$ cat src/rtl/cmux_pkg.sv
// Shared types and helpers for the bank-to-cluster folding network.
// Assumes the cluster count is a multiple of four.
package cmux_pkg;

    // Fold applied to the bank streams.
    typedef enum logic [1:0] {
        FOLD_NONE    = 2'd0,
        FOLD_HALF    = 2'd1,
        FOLD_QUARTER = 2'd2,
        FOLD_DARK    = 2'd3
    } fold_t;

    // Largest number of banks that can share one cluster.
    localparam int MAX_SHARE = 4;

    // Number of clusters kept powered under a fold.
    function automatic int lanes_on(input fold_t f, input int n);
        case (f)
            FOLD_NONE:    return n;
            FOLD_HALF:    return n / 2;
            FOLD_QUARTER: return n / 4;
            default:      return 0;
        endcase
    endfunction

    // Number of banks that share one powered cluster under a fold.
    function automatic int share_of(input fold_t f);
        case (f)
            FOLD_HALF:    return 2;
            FOLD_QUARTER: return 4;
            default:      return 1;
        endcase
    endfunction

endpackage

$ cat src/rtl/cmux_fold_ctrl.sv
// Fold controller: holds the current fold, parks a reconfigure request
// until every bank port is idle, then applies the fold picked from the
// most recent trip count. Drives the per-cluster power enables.
// Assumes the banks eventually drop valid so that a waiting request can land.
module cmux_fold_ctrl
    import cmux_pkg::*;
#(
    parameter int CLUSTERS = 4,
    parameter int TRIP_W   = 8
) (
    input  logic                clk,
    input  logic                rst_n,
    input  logic                cfg_req,
    input  logic [TRIP_W-1:0]   cfg_trip,
    input  logic [CLUSTERS-1:0] bank_vld,
    output fold_t               fold_q,
    output logic                apply,
    output logic [CLUSTERS-1:0] pwr_en
);

    logic              pend_q;
    logic [TRIP_W-1:0] trip_q;
    logic [TRIP_W-1:0] eff_trip;
    logic [31:0]       trip_ext;
    logic              idle;
    fold_t             fold_nxt;

    // Pick the fold for the trip count that would be applied now.
    always_comb begin
        idle     = ~|bank_vld;
        apply    = (cfg_req | pend_q) & idle;
        eff_trip = cfg_req ? cfg_trip : trip_q;
        trip_ext = 32'(eff_trip);
        if (trip_ext >= 32'(CLUSTERS))          fold_nxt = FOLD_NONE;
        else if (trip_ext >= 32'(CLUSTERS / 2)) fold_nxt = FOLD_HALF;
        else if (trip_ext != 32'd0)             fold_nxt = FOLD_QUARTER;
        else                                    fold_nxt = FOLD_DARK;
    end

    // Power enables form a prefix of the cluster indices.
    always_comb begin
        for (int c = 0; c < CLUSTERS; c++) begin
            pwr_en[c] = (c < lanes_on(fold_q, CLUSTERS));
        end
    end

    // Park requests, keep the latest trip count, land the fold when idle.
    always_ff @(posedge clk) begin
        if (!rst_n) begin
            pend_q <= 1'b0;
            trip_q <= '0;
            fold_q <= FOLD_NONE;
        end else begin
            if (cfg_req) trip_q <= cfg_trip;
            pend_q <= apply ? 1'b0 : (pend_q | cfg_req);
            if (apply) fold_q <= fold_nxt;
        end
    end

    // the fold only moves on an edge that saw every bank idle.
    p_fold_moves_idle_r8: assert property (@(posedge clk) disable iff (!rst_n)
        !$stable(fold_q) |-> $past(idle));

    // the powered clusters are always a contiguous run from cluster 0.
    p_pwr_prefix_r1: assert property (@(posedge clk) disable iff (!rst_n)
        ((pwr_en + 1'b1) & pwr_en) == '0);

endmodule

$ cat src/rtl/cmux_lane.sv
// One cluster lane: finds the banks folded onto this cluster, serves them
// round-robin starting at the turn pointer, and forwards the chosen word.
// Assumes a bank holds valid and data steady until it sees ready.
module cmux_lane
    import cmux_pkg::*;
#(
    parameter int CLUSTERS = 4,
    parameter int DATA_W   = 32,
    parameter int IDX      = 0
) (
    input  logic                clk,
    input  logic                rst_n,
    input  fold_t               fold,
    input  logic                apply,
    input  logic                pwr,
    input  logic [CLUSTERS-1:0] bank_vld,
    input  logic [DATA_W-1:0]   bank_word [CLUSTERS],
    input  logic                clu_rdy,
    output logic                lane_vld,
    output logic [DATA_W-1:0]   lane_data,
    output logic [CLUSTERS-1:0] gnt
);

    localparam int BW = (CLUSTERS > 1) ? $clog2(CLUSTERS) : 1;
    localparam int SW = $clog2(MAX_SHARE);

    logic [MAX_SHARE-1:0] req;
    logic [BW-1:0]        slot_bank [MAX_SHARE];
    logic [SW-1:0]        ptr_q;
    logic [SW-1:0]        sel_slot;
    logic [SW-1:0]        probe;
    logic [SW-1:0]        share_mask;
    logic [BW-1:0]        bank_sel;
    int                   act;
    int                   share;

    // Map each slot of this lane to its bank and mark the slots asking.
    always_comb begin
        act        = lanes_on(fold, CLUSTERS);
        share      = share_of(fold);
        share_mask = SW'(share - 1);
        for (int k = 0; k < MAX_SHARE; k++) begin
            slot_bank[k] = BW'((IDX + k * act) % CLUSTERS);
            req[k] = pwr && (k < share) && ((IDX + k * act) < CLUSTERS)
                     && bank_vld[slot_bank[k]];
        end
    end

    // Take the first asking slot at or after the turn pointer.
    always_comb begin
        lane_vld = 1'b0;
        sel_slot = '0;
        probe    = '0;
        for (int j = 0; j < MAX_SHARE; j++) begin
            probe = (ptr_q + SW'(j)) & share_mask;
            if (!lane_vld && req[probe]) begin
                lane_vld = 1'b1;
                sel_slot = probe;
            end
        end
        bank_sel  = slot_bank[sel_slot];
        lane_data = lane_vld ? bank_word[bank_sel] : '0;
        gnt       = '0;
        if (lane_vld) gnt[bank_sel] = 1'b1;
    end

    // Hand the turn to the slot after the one served; restart on refold.
    always_ff @(posedge clk) begin
        if (!rst_n) begin
            ptr_q <= '0;
        end else if (apply) begin
            ptr_q <= '0;
        end else if (lane_vld && clu_rdy) begin
            ptr_q <= (sel_slot + 1'b1) & share_mask;
        end
    end

    // a lane whose cluster is off shows no valid and no data.
    p_dark_lane_quiet_r7: assert property (@(posedge clk) disable iff (!rst_n)
        !pwr |-> (!lane_vld && lane_data == '0));

endmodule

$ cat src/rtl/cmux_fold_net.sv
// Top of the bank-to-cluster folding network. Unpacks the bank words,
// builds one lane per cluster, and merges the lane grants with the
// cluster readies into the per-bank ready lines.
// Assumes CLUSTERS is a multiple of four; no data is stored inside.
module cmux_fold_net
    import cmux_pkg::*;
#(
    parameter int CLUSTERS = 4,
    parameter int DATA_W   = 32,
    parameter int TRIP_W   = 8
) (
    input  logic                         clk,
    input  logic                         rst_n,
    input  logic                         cfg_req,
    input  logic [TRIP_W-1:0]            cfg_trip,
    input  logic [CLUSTERS-1:0]          bank_vld,
    output logic [CLUSTERS-1:0]          bank_rdy,
    input  logic [CLUSTERS*DATA_W-1:0]   bank_data,
    output logic [CLUSTERS-1:0]          clu_vld,
    input  logic [CLUSTERS-1:0]          clu_rdy,
    output logic [CLUSTERS*DATA_W-1:0]   clu_data,
    output logic [CLUSTERS-1:0]          clu_pwr_en
);

    fold_t               fold;
    logic                apply;
    logic [DATA_W-1:0]   bank_word [CLUSTERS];
    logic [CLUSTERS-1:0] gnt_m [CLUSTERS];

    cmux_fold_ctrl #(.CLUSTERS(CLUSTERS), .TRIP_W(TRIP_W)) u_ctrl (
        .clk      (clk),
        .rst_n    (rst_n),
        .cfg_req  (cfg_req),
        .cfg_trip (cfg_trip),
        .bank_vld (bank_vld),
        .fold_q   (fold),
        .apply    (apply),
        .pwr_en   (clu_pwr_en)
    );

    for (genvar c = 0; c < CLUSTERS; c++) begin : g_lane
        assign bank_word[c] = bank_data[c*DATA_W +: DATA_W];

        cmux_lane #(.CLUSTERS(CLUSTERS), .DATA_W(DATA_W), .IDX(c)) u_lane (
            .clk       (clk),
            .rst_n     (rst_n),
            .fold      (fold),
            .apply     (apply),
            .pwr       (clu_pwr_en[c]),
            .bank_vld  (bank_vld),
            .bank_word (bank_word),
            .clu_rdy   (clu_rdy[c]),
            .lane_vld  (clu_vld[c]),
            .lane_data (clu_data[c*DATA_W +: DATA_W]),
            .gnt       (gnt_m[c])
        );
    end

    // A bank is accepted when some lane grants it and that cluster is ready.
    always_comb begin
        bank_rdy = '0;
        for (int b = 0; b < CLUSTERS; b++) begin
            for (int c = 0; c < CLUSTERS; c++) begin
                bank_rdy[b] = bank_rdy[b] | (gnt_m[c][b] & clu_rdy[c]);
            end
        end
    end

    // no bank is told ready unless it is offering a word.
    p_rdy_needs_vld_r6: assert property (@(posedge clk) disable iff (!rst_n)
        (bank_rdy & ~bank_vld) == '0);

    // bank handshakes and cluster handshakes match one for one.
    p_xfer_balance_r10: assert property (@(posedge clk) disable iff (!rst_n)
        $countones(bank_rdy) == $countones(clu_vld & clu_rdy));

endmodule

$ cat config.mk
export PLATFORM = sky130hd
export DESIGN_NAME = cmux_fold_net
export DESIGN_NICKNAME = d
export VERILOG_FILES = /design/src/rtl/cmux_pkg.sv /design/src/rtl/cmux_fold_ctrl.sv /design/src/rtl/cmux_lane.sv /design/src/rtl/cmux_fold_net.sv
export SDC_FILE = /design/constraint.sdc
export NUM_CORES = 1
export LEC_CHECK = 0
export BUFFER_PORTS_ARGS = -buffer_cell sky130_fd_sc_hd__buf_2
export CELL_PAD_IN_SITES_DETAIL_PLACEMENT = 1
export CELL_PAD_IN_SITES_GLOBAL_PLACEMENT = 1
export CORE_ASPECT_RATIO = 2
export CORE_MARGIN = 1
export CORE_UTILIZATION = 30
export DETAILED_ROUTE_END_ITERATION = 12
export PLACE_DENSITY_LB_ADDON = 0.1
export REMOVE_ABC_BUFFERS = 1
export SETUP_SLACK_MARGIN = 0.5
export SLEW_MARGIN = 40
export SYNTH_ARGS = -nofsm -noshare
export SYNTH_HDL_FRONTEND = slang
export SYNTH_SLANG_ARGS = --single-unit
$ cat constraint.sdc
create_clock -name clk -period 6.6 [get_ports clk]
set_clock_uncertainty 0.05 [all_clocks]
set_input_delay 0.99 -clock clk [delete_from_list [all_inputs] [get_ports clk]]
set_output_delay 0.99 -clock clk [all_outputs]
set_load 0.02 [all_outputs]
==> metrics.md <==
| Metric | Value |
|---|---|
| Status | finished, final reports clean |
| WL per Instance | 25.3 um |
| Sink Count | 19 |
| Die footprint | roughly 22000 um2 |
| Start point of the critical path | u_ctrl.fold_q[0] |
| CTS H-tree depth | 1 |
| Top FF cell, synth | dfxtp_1 |
| Proportion of layout cells with a drive suffix above 1 | 0.385 |
| Min-delay worst type | flop to flop |
| Final Critical Period | 5720 ps |
| Synth cell types | 69 |
| Root Buffer | clkbuf_16 |
| Initial core utilization | 0.307 |
| Endpoints failing hold | 0 |
| PortBufs | between 200 and 300 |
| Max Freq | approximately 0.17 GHz |
| # hold bufs at CTS | 0 |
| Internal | 398 uW |
| DRC | 0 |
| Clock network power share | 0.169 |
| Ports | 287 |
| P&R area growth vs syn | 25.9% |
| Clock Tree Buf Depth | 2 |
| Net Sw Power | 389 uW |
| Clock Latency Late Sink | 260 ps |
| Dpl hpwl | 25800 um |
| Initial antenna violation count | 2 |
| # diodes | 0 |
| Slew Viols, Final | 0 |
| Combinational share of power | 0.678 |
| Final ANT Viol Nets | 0 |
| Worst hold path startpoint | u_ctrl.pend_q |
| Post-CTS Setup Bufs | 0 |
| Pwr Density | 99.0 nW/um2 |
| Warning count from the yosys run | 0 |
| RSZ-0062 raised after global routing | no |
| Worst path required time | 5560 ps |
| First-pass GRT wire length | 52900 um |
| Floorplan row count | 74 |
| CP startpoint kind | flop |
| Seq cells post-synth | 19 |
| EDFF count, synth | 0 |
| Clock slew at reported path FFs | roughly 60 ps |
| Post-Route WL | 34300 um |
| Slew HR | 0.502 |
| Max-Cap Viols | 0 |
| Post-CTS sizing | 0 |
| GRT overflow | 0 |
| Async set or reset register ratio after synthesis | 0 |
| Worst VDD drop | ~0.11 mV |
| Layout Nets | between 1000 and 1500 |
| CTS tree | done |
| CTS buffer count | 3 |
| Via count of the first global-routing pass | 9137 |
| Vias | 8657 |
| DR iter-0 viols | 404 |
| Placed inst area | 7850 um2 |
| Fin cells | between 1000 and 1500 |
| Vias per cell | 6.39 |
| Worst setup EP type | output port |
| Slew @ Worst Pin | 746 ps |
| Sum Neg Setup Slack | 0 ps |
| Core area | 20600 um2 |
| Crit path DAT | 4680 ps |
| Post-route cell area | 7940 um2 |
| Setup WS pre-CTS | ~1000 ps |
| Worst setup margin | 883 ps |
| Synth Instances | 879 |
| Drt pass-1 iters | 5 |
| Sequential share of the synthesized area | 0.0603 |
| Horiz. Die Dim | 105 um |
| Leak | 0.00314 uW |
| Final setup viols | 0 |
| CP Class | flop to output port |
| Largest net degree at the start of global routing | 36 |
| Mean Syn Cell Area | 7.18 um2 |
| GRT Util Overall | 0.306 |
| Die Ht | 207 um |
| Final Wtd Congestion | 0.926 |
| Worst-path fanout max | 30 |
| Reg-to-reg startpoint | u_ctrl.fold_q[1] |
| Seq pwr share | 0.153 |
| Sw Ratio | 0.494 |
| Synthesized area | 6310 um2 |
| Final period utilization | 0.866 |
| Fin util | 0.386 |
| Placed cells | about 1400 |
[layout by cell type, fill, tap and decap left out, drive strengths merged, types with 6 or more instances in the layout]
cell and instances:
ha 8, nand3 55, and2 7, a21oi 24, dfxtp 19, nand2b 12
nand2 44, nor3 6, o21ai 80, o221a 96, mux2i 80, nor2b 13
inv 10, a31oi 39, a211oi 69, nand4 11, o22ai 7, o211ai 7
mux2 10, buf 314, nor2 88
[final timing paths]
kind | end | slack (ps) | cells after the start
max | clu_data[112] | 880 | 13
min | u_ctrl.pend_q | 420 | 2
max reg2reg | g_lane[3].u_lane.ptr_q[0] | 2440 | 11
min reg2reg | u_ctrl.pend_q | 420 | 2
[Yosys cell counts (4+ instances only)]
library cell  count  area [um2]
nor2_1           87         327
o21ai_0          80         400
mux2i_1          79         791
a211oi_1         69         518
o221a_2          64         721
nand3_1          55         275
clkbuf_1         54         203
nand2_1          43         161
a31oi_1          39         244
buf_2            33         165
o221a_1          32         360
a21oi_1          23         115
dfxtp_1          19         380
nor2b_1          13        81.3
nand2b_1         12        75.1
buf_4            11        82.6
nand4_1          11        68.8
inv_1            10        37.5
mux2_2            9         101
ha_1              8         100
and2_1            7        43.8
o211ai_1          7        52.6
o22ai_1           7        43.8
buf_1             6        22.5
nor3_1            6        30.0
and3_1            5        31.3
o31ai_1           5        37.5
a21o_1            4        30.0
a32oi_1           4        35.0
buf_6             4        45.0
nor4_1            4        25.0
o211a_1           4        40.0
o221ai_1          4        35.0
o22a_1            4        35.0
[critical path: stages, from the launching register on]
cell and delay, ps:
dfxtp_1 360, inv_1 210, ha_4 410, buf_4 550, mux2_2 310, nand3_1 100
a211oi_1 400, o22ai_1 230, o211a_4 320, nand2_4 90, a21o_1 570, buf_4 410
o221a_1 270, buf_2 170
[kinds of logic (layout without fill, tap and decap cells)]
| logic type | Yosys count | in the layout | synth area share |
|---|---|---|---|
| and+or+nand+nor | 264 | 264 | 0.207 |
| buffers and inverters | 119 | 329 | 0.0886 |
| muxes | 93 | 93 | 0.157 |
| DFF | 19 | 19 | 0.0603 |
| AOI/OAI and AO/OA | 372 | 372 | 0.466 |
| xor gates and xnor gates | 4 | 4 | 0.00555 |
| adders and majority gates | 8 | 8 | 0.0159 |
[sequential cells by signal (all words and copies together) (netlist names)]
name and count:
g_lane.u_lane.ptr_q 8, u_ctrl.trip_q 8, u_ctrl.fold_q 2, u_ctrl.pend_q 1
[metrics by stage]
stage	total power [uW]	hold WS [ps]
2_1_floorplan	418	394
3_3_place_gp	650	410
3_5_place_dp	653	418
4_1_cts	787	426
5_1_grt	828	446
6_report	787	425
[power groups by stage]
| stage | clock [uW] | combinational, uW | sequential [uW] |
|---|---|---|---|
| floorplan | 0 | 296 | 122 |
| global placement | 0 | 527 | 123 |
| detailed placement | 0 | 530 | 123 |
| CTS | 134 | 533 | 120 |
| global route | 142 | 565 | 121 |
| finish | 133 | 534 | 120 |
[cell type report]
| cell class | instances | area (um2) |
|---|---|---|
| clock inverters | 1 | 5.00 |
| flip-flops and latches | 19 | 380 |
| multi-input cells | 741 | 5440 |
| repair buffers | 314 | 1670 |
| inverters | 11 | 41.3 |
| clock buffers | 3 | 75.1 |
| well taps | 266 | 333 |
| fillers | 2731 | 12600 |
[layer usage]
| metal | vias to the layer above | share of wire | GRT usage |
|---|---|---|---|
| li1 | 3933 | - | - |
| met1 | 4324 | 0.36 | 0.314 |
| met2 | 315 | 0.55 | 0.596 |
| met3 | 81 | 0.053 | 0.0441 |
| met4 | 4 | 0.042 | 0.134 |
| met5 | - | 0.00064 | 0 |
No activity file was read; power rests on OpenSTA's default activity.
